File: src/rtl/spdif_conceal_pkg.sv
package spdif_conceal_pkg;

  localparam int NUM_FLAGS = 8;

  // Error register / mask bit positions
  localparam int FLAG_LOCK  = 0;
  localparam int FLAG_VALID = 1;
  localparam int FLAG_PAR   = 2;
  localparam int FLAG_BIP   = 3;
  localparam int FLAG_NAUD  = 4;
  localparam int FLAG_NPCM  = 5;
  localparam int FLAG_COPY  = 6;
  localparam int FLAG_FREQ  = 7;

  localparam int FREQ_W = 2;

  typedef struct packed {
    logic load;       // a frame is being committed this cycle
    logic replAudio;  // conceal the audio path
    logic replTx;     // conceal the retransmit path
    logic fillZero;   // concealment source select
  } ctrlStrobes_t;

endpackage

File: src/rtl/spdif_conceal_ctrl.sv
module spdif_conceal_ctrl
  import spdif_conceal_pkg::*;
(
  input  logic                 clk,
  input  logic                 rst_n,
  input  logic                 frameValid,
  input  logic                 parErr,
  input  logic                 bipErr,
  input  logic                 validBit,
  input  logic                 lockLost,
  input  logic                 nonAudio,
  input  logic                 nonPcm,
  input  logic                 copyN,
  input  logic [FREQ_W-1:0]    freqMode,
  input  logic [NUM_FLAGS-1:0] flagMask,
  input  logic                 fillZero,
  input  logic                 ignoreValid,
  input  logic                 errClear,
  output ctrlStrobes_t         strobes,
  output logic                 outValid,
  output logic [NUM_FLAGS-1:0] errReg,
  output logic                 irqPulse
);

  // Previous-frame status, used for change detection
  logic              prevLock;
  logic              prevNaud;
  logic              prevNpcm;
  logic              prevCopyN;
  logic [FREQ_W-1:0] prevFreq;

  logic                 frameInvalid;
  logic [NUM_FLAGS-1:0] rawEvents;
  logic [NUM_FLAGS-1:0] liveEvents;

  always_comb begin
    frameInvalid = validBit && !ignoreValid;
    rawEvents                = '0;
    rawEvents[FLAG_LOCK]     = lockLost != prevLock;
    rawEvents[FLAG_VALID]    = frameInvalid;
    rawEvents[FLAG_PAR]      = parErr;
    rawEvents[FLAG_BIP]      = bipErr;
    rawEvents[FLAG_NAUD]     = nonAudio != prevNaud;
    rawEvents[FLAG_NPCM]     = nonPcm != prevNpcm;
    rawEvents[FLAG_COPY]     = prevCopyN && !copyN;
    rawEvents[FLAG_FREQ]     = freqMode != prevFreq;
    liveEvents = frameValid ? (rawEvents & ~flagMask) : '0;
  end

  always_comb begin
    strobes.load      = frameValid;
    strobes.fillZero  = fillZero;
    strobes.replAudio = (parErr && flagMask[FLAG_PAR])
                     || (bipErr && flagMask[FLAG_BIP])
                     || (frameInvalid && flagMask[FLAG_VALID]);
    strobes.replTx    = frameInvalid && flagMask[FLAG_VALID];
  end

  always_ff @(posedge clk or negedge rst_n) begin
    if (!rst_n) begin
      prevLock  <= 1'b0;
      prevNaud  <= 1'b0;
      prevNpcm  <= 1'b0;
      prevCopyN <= 1'b1;
      prevFreq  <= '0;
    end else if (frameValid) begin
      prevLock  <= lockLost;
      prevNaud  <= nonAudio;
      prevNpcm  <= nonPcm;
      prevCopyN <= copyN;
      prevFreq  <= freqMode;
    end
  end

  always_ff @(posedge clk or negedge rst_n) begin
    if (!rst_n) begin
      errReg   <= '0;
      irqPulse <= 1'b0;
      outValid <= 1'b0;
    end else begin
      errReg   <= (errClear ? '0 : errReg) | liveEvents;
      irqPulse <= |liveEvents;
      outValid <= frameValid;
    end
  end

  // the interrupt only follows a frame strobe
  assert_irq_after_frame_R11: assert property (@(posedge clk) disable iff (!rst_n)
    irqPulse |-> $past(frameValid));

  // without a clear, no set bit drops
  assert_sticky_bits_R10: assert property (@(posedge clk) disable iff (!rst_n)
    !errClear |=> ((errReg & $past(errReg)) == $past(errReg)));

  // a clear with no frame empties the register
  assert_clear_empties_R10: assert property (@(posedge clk) disable iff (!rst_n)
    (errClear && !frameValid) |=> (errReg == '0));

  // a masked flag never sets a new bit
  assert_masked_silent_R8: assert property (@(posedge clk) disable iff (!rst_n)
    !errClear |=> ((errReg & ~$past(errReg) & $past(flagMask)) == '0));

endmodule

File: src/rtl/spdif_conceal_path.sv
module spdif_conceal_path
  import spdif_conceal_pkg::*;
#(
  parameter int SAMPLE_W = 24
) (
  input  logic                clk,
  input  logic                rst_n,
  input  logic                load,
  input  logic                repl,
  input  logic                fillZero,
  input  logic [SAMPLE_W-1:0] inL,
  input  logic [SAMPLE_W-1:0] inR,
  output logic [SAMPLE_W-1:0] outL,
  output logic [SAMPLE_W-1:0] outR
);

  localparam logic [SAMPLE_W-1:0] ZERO_WORD = '0;

  logic [SAMPLE_W-1:0] holdL;
  logic [SAMPLE_W-1:0] holdR;
  logic [SAMPLE_W-1:0] fillL;
  logic [SAMPLE_W-1:0] fillR;

  always_comb begin
    fillL = fillZero ? ZERO_WORD : holdL;
    fillR = fillZero ? ZERO_WORD : holdR;
  end

  always_ff @(posedge clk or negedge rst_n) begin
    if (!rst_n) begin
      holdL <= '0;
      holdR <= '0;
      outL  <= '0;
      outR  <= '0;
    end else if (load) begin
      if (repl) begin
        outL <= fillL;
        outR <= fillR;
      end else begin
        outL  <= inL;
        outR  <= inR;
        holdL <= inL;
        holdR <= inR;
      end
    end
  end

  // an unreplaced frame passes unchanged
  assert_pass_through_R6: assert property (@(posedge clk) disable iff (!rst_n)
    (load && !repl) |=> (outL == $past(inL) && outR == $past(inR)));

  // zero fill gives zero words
  assert_zero_fill_R5: assert property (@(posedge clk) disable iff (!rst_n)
    (load && repl && fillZero) |=> (outL == ZERO_WORD && outR == ZERO_WORD));

  // hold fill repeats the last unreplaced output
  assert_hold_fill_R5: assert property (@(posedge clk) disable iff (!rst_n)
    (load && repl && !fillZero) |=> (outL == holdL && outR == holdR && $stable(holdL)));

  // outputs keep their value between frames
  assert_stable_idle_R2: assert property (@(posedge clk) disable iff (!rst_n)
    !load |=> ($stable(outL) && $stable(outR)));

endmodule

File: src/rtl/spdif_conceal.sv
module spdif_conceal
  import spdif_conceal_pkg::*;
#(
  parameter int SAMPLE_W = 24
) (
  input  logic                 clk,
  input  logic                 rst_n,
  input  logic                 frameValid,
  input  logic [SAMPLE_W-1:0]  leftIn,
  input  logic [SAMPLE_W-1:0]  rightIn,
  input  logic                 parErr,
  input  logic                 bipErr,
  input  logic                 validBit,
  input  logic                 lockLost,
  input  logic                 nonAudio,
  input  logic                 nonPcm,
  input  logic                 copyN,
  input  logic [1:0]           freqMode,
  input  logic [7:0]           flagMask,
  input  logic                 fillZero,
  input  logic                 ignoreValid,
  input  logic                 errClear,
  output logic [SAMPLE_W-1:0]  audioL,
  output logic [SAMPLE_W-1:0]  audioR,
  output logic [SAMPLE_W-1:0]  txL,
  output logic [SAMPLE_W-1:0]  txR,
  output logic                 outValid,
  output logic [7:0]           errReg,
  output logic                 irqPulse
);

  ctrlStrobes_t strobes;

  spdif_conceal_ctrl u_ctrl (
    .clk         (clk),
    .rst_n       (rst_n),
    .frameValid  (frameValid),
    .parErr      (parErr),
    .bipErr      (bipErr),
    .validBit    (validBit),
    .lockLost    (lockLost),
    .nonAudio    (nonAudio),
    .nonPcm      (nonPcm),
    .copyN       (copyN),
    .freqMode    (freqMode),
    .flagMask    (flagMask),
    .fillZero    (fillZero),
    .ignoreValid (ignoreValid),
    .errClear    (errClear),
    .strobes     (strobes),
    .outValid    (outValid),
    .errReg      (errReg),
    .irqPulse    (irqPulse)
  );

  spdif_conceal_path #(.SAMPLE_W(SAMPLE_W)) u_audioPath (
    .clk      (clk),
    .rst_n    (rst_n),
    .load     (strobes.load),
    .repl     (strobes.replAudio),
    .fillZero (strobes.fillZero),
    .inL      (leftIn),
    .inR      (rightIn),
    .outL     (audioL),
    .outR     (audioR)
  );

  spdif_conceal_path #(.SAMPLE_W(SAMPLE_W)) u_txPath (
    .clk      (clk),
    .rst_n    (rst_n),
    .load     (strobes.load),
    .repl     (strobes.replTx),
    .fillZero (strobes.fillZero),
    .inL      (leftIn),
    .inR      (rightIn),
    .outL     (txL),
    .outR     (txR)
  );

  // the output strobe is one cycle wide
  assert_valid_single_R2: assert property (@(posedge clk) disable iff (!rst_n)
    outValid |-> $past(frameValid));

endmodule

File: config.mk
export PLATFORM = sky130hd
export DESIGN_NAME = spdif_conceal
export DESIGN_NICKNAME = d
export VERILOG_FILES = /design/src/rtl/spdif_conceal_pkg.sv /design/src/rtl/spdif_conceal_ctrl.sv /design/src/rtl/spdif_conceal_path.sv /design/src/rtl/spdif_conceal.sv
export SDC_FILE = /design/constraint.sdc
export NUM_CORES = 1
export LEC_CHECK = 0
export BUFFER_PORTS_ARGS = -buffer_cell sky130_fd_sc_hd__buf_2
export CAP_MARGIN = 0
export CORE_ASPECT_RATIO = 0.9
export CORE_MARGIN = 1.5
export CORE_UTILIZATION = 46
export CTS_CLUSTER_DIAMETER = 80
export DETAILED_ROUTE_END_ITERATION = 8
export GPL_TIMING_DRIVEN = 0
export PLACE_DENSITY = 0.66
export SLEW_MARGIN = 25
export SYNTH_ARGS = -nofsm -noshare
export SYNTH_HDL_FRONTEND = slang
export SYNTH_SLANG_ARGS = --single-unit
File: constraint.sdc
create_clock -name clk -period 3.94 [get_ports clk]
set_input_delay 0.197 -clock clk [delete_from_list [all_inputs] [get_ports clk]]
set_output_delay 0.197 -clock clk [all_outputs]
set_load 0.005 [all_outputs]
==> key figures <==
Status
  – Outcome: finished clean

Layout
  – P&R area growth vs syn: 30.7%
  – Reg area: 5210 um^2
  – Ant diodes: 0
  – Non-Filler Instances: 1204
  – Multi-input gate area: 3210 um^2
  – Layout cell share with drive strength beyond 1: 36.3%
  – Final net count: 1014
  – Fillers: 1519

Detailed routing
  – Max Used Layer: met4
  – WL met1: 10200 um
  – Antenna viol nets, final: 0
  – WL met3: 1240 um
  – DRT Wirelength: 21600 um
  – Initial DRC Count: 342
  – TritonRoute pass-1 iters: 5
  – DRC: 0
  – Drt wl/cell: 17.9 um
  – Via Count: 6349
  – Drt via density: 5.27
  – Metal2 WL: 9620 um

Clock network
  – Clk sinks: 208
  – Clock Tree Root: clkbuf_16
  – H-tree levels: 1
  – Clk Latency, worst-skew pair: 0.50 ns
  – Post-CTS Resized: 0
  – CTS clk-pin slew, worst paths: 0.06 ns
  – CTS max path bufs: 3
  – CTS tree: built
  – CTS buffer count: 23

Power and ir drop
  – Tot Pwr: 5.80 mW
  – Comb pwr share: 14.0%
  – Clk network pwr share: 41.7%
  – Switching portion of total power: 23.5%
  – VDD IR max: 339 uV
  – P_sw: 1.37 mW
  – Internal: 4.44 mW
  – Pwr per Cell Area: 510 nW/um^2
  – Leakage power total: 5.22 nW
  – Flop pwr share: 44.3%

Timing
  – Post-route setup TNS: 0 ns
  – Unrepaired setup endpoints after global routing: no
  – Max transition margin: 55.1%
  – Skew final: 0.0104 ns
  – Actual slew at the worst max-slew pin: 0.673 ns
  – FMAX: 0.545 GHz
  – Period minus WS final: 1.83 ns
  – Setup violators final: 0
  – Slew Viols, Final: 0
  – Tcrit/Tclk final: 46.6%
  – Fin worst setup slack: 2.11 ns
  – Fin. Hold Viols: 0

Worst setup path
  – CP top delay family: buffers and inverters
  – Crit path launch type: input pin
  – CP Max Fanout: 10
  – Worst setup path class: input pin to flop
  – CP Buf/Inv Count: 6
  – Crit path cell chain: dlygate4sd3_1, buf_2, buf_4, buf_4, buf_2, buf_1, a31oi_1
  – Crit. End Element: flop
  – Slowest CP cell: dlygate4sd3_1
  – CP required: 4.28 ns
  – Worst path arrival time: 2.18 ns
  – Slowest Stage Delay on Critical Path: 0.52 ns

Place
  – DP Worst Slack: 2.11 ns
  – Buffers added on ports: 176
  – Gpl congestion: 0.744
  – Placed Cells: 1108
  – DP HPWL: 14200 um

Global routing
  – Overall Global Routing Usage: 21.9%
  – Vias in the first global route: 6327
  – Largest net degree at the start of global routing: 85
  – GRT overflow: 0
  – Initial antenna violation count: 0
  – Global-route wire length before repair: 34100 um

Floorplan
  – Num ports: 177
  – Die ar.: 19800 um^2
  – CORE AREA: 18500 um^2
  – Starting density of the core: 47.1%
  – Die H: 133 um
  – Die width: 148 um
  – Row count: 47

Yosys
  – Top-area cell type share of the netlist area: 59.5%
  – Synth Flop Type: dfrtp_1
  – Post-synthesis register bit count: 208
  – Most area-consuming cells after synthesis: dfrtp_1, mux2_2, a221o_1, nand3b_1, nor2b_1
  – Synth cell types: 30
  – Post-Syn Area: 8700 um^2
  – FFs w/ async S/R, synth: 100%
  – EDFF count, synth: 0
  – Synthesized area per cell: 12.7 um^2
  – Post-Syn Instances: 685
  – Most frequent cell after synthesis: dfrtp_1
  – Syn Nets: 756
  – Yosys Warn Count: 0
  – Sequential element share of the synthesized area: 59.8%
  – Top post-synthesis cells by count: dfrtp_1, mux2_2, nor2_1, nor2b_1, nand2_1
  – Synth area leader: dfrtp_1

Run
  – Maxcap violations: 0

Min path
  – Worst hold path type: input pin to flop
-- registers in the layout, indices dropped and copies added (netlist names) --
| name | cells |
|---|---|
| u_audioPath.holdL | 24 |
| u_audioPath.holdR | 24 |
| u_audioPath.outL | 24 |
| u_audioPath.outR | 24 |
| u_ctrl.errReg | 8 |
| u_ctrl.irqPulse | 1 |
| u_ctrl.outValid | 1 |
| u_ctrl.prevCopyN | 1 |
| u_ctrl.prevFreq | 2 |
| u_ctrl.prevLock | 1 |
| u_ctrl.prevNaud | 1 |
| u_ctrl.prevNpcm | 1 |
| u_txPath.holdL | 24 |
| u_txPath.holdR | 24 |
| u_txPath.outL | 24 |
| u_txPath.outR | 24 |
-- stage by stage --
step	util (%)	hold WS [ns]	cell area (um^2)
final	61.6	0.0262	11400
after global placement	53.6	0.320	9890
after detailed placement	53.9	0.252	9950
after CTS	61.6	0.00393	11400
after floorplan	-	-0.0986	8700
after global routing	61.6	0.0136	11400
-- tightest hold or removal path, stage by stage --
cell and delay, ns:
buf_2 0.14, nand2_1 0.06, a31oi_1 0.07
-- logic make-up after synthesis --
| group | after synthesis | synth area share, % |
|---|---|---|
| AOI/OAI and AO/OA | 109 | 10.2 |
| xor gates and xnor gates | 5 | 0.503 |
| buffers and inverters | 54 | 3.26 |
| DFF | 208 | 59.8 |
| muxes | 102 | 13.2 |
| and+or+nand+nor | 207 | 13.0 |
-- cell usage in the layout, fill, tap and decap left out, drive strengths merged, types with 2 or more instances in the layout --
cell / instances
nor3b: 2
nor2b: 50
nand2b: 2
a221o: 48
a21oi: 2
nor2: 51
a22o: 7
buf: 211
clkbuf: 51
clkinv: 3
xnor2: 5
mux2: 102
nand2: 49
nand3b: 49
bufinv: 6
a31oi: 48
dfrtp: 207
dlygate4sd3: 55
-- power groups by stage --
stage | combinational, mW | sequential (mW) | clock [mW]
after floorplan | 0.424 | 2.59 | 0
after global placement | 0.759 | 2.60 | 0
after detailed placement | 0.783 | 2.60 | 0
after CTS | 0.826 | 2.57 | 2.47
after global routing | 0.901 | 2.60 | 2.54
final | 0.815 | 2.57 | 2.42
-- final cells by class --
class	count	share of cell area, %
plain buffers	53	2.46
repair buffers	233	13.2
multi-input cells	423	28.2
clock inverters	10	1.78
well taps	245	2.70
inverters	1	0.0330
clock buffers	31	5.85
flip-flops and latches	208	45.8
-- path summary, 6_finish.rpt --
| kind | start | to | slack [ns] | depth (start not counted) |
|---|---|---|---|---|
| max in group asynchronous | rst_n | u_ctrl.prevCopyN$_DFFE_PN1P_ | 2.81 | 3 |
| worst min register to register | u_ctrl.errReg[7]$_DFF_PN0_ | u_ctrl.errReg[7]$_DFF_PN0_ | 0.47 | 1 |
| min in group asynchronous | rst_n | u_audioPath.outR[9]$_DFFE_PN0P_ | 0.30 | 2 |
| worst max-delay path | frameValid | u_txPath.outR[12]$_DFFE_PN0P_ | 2.11 | 7 |
| worst min-delay path | rightIn[16] | u_txPath.outR[16]$_DFFE_PN0P_ | 0.03 | 3 |
| worst max register to register | u_ctrl.prevCopyN$_DFFE_PN1P_ | u_ctrl.irqPulse$_DFF_PN0_ | 2.46 | 3 |
-- routing by layer --
layer  vias up  track usage [%]
met5         -                0
met4         0             6.16
met3        36             4.14
met2       179             33.7
met1      3130             31.8
li1       3004                -
-- what timing repair did --
| item | in CTS | in global routing |
|---|---|---|
| buffers inserted | 0 | 0 |
| hold endpoints to repair | 271 | 0 |
| hold buffers | 55 | 0 |
No activity file was read; power rests on OpenSTA's default activity.
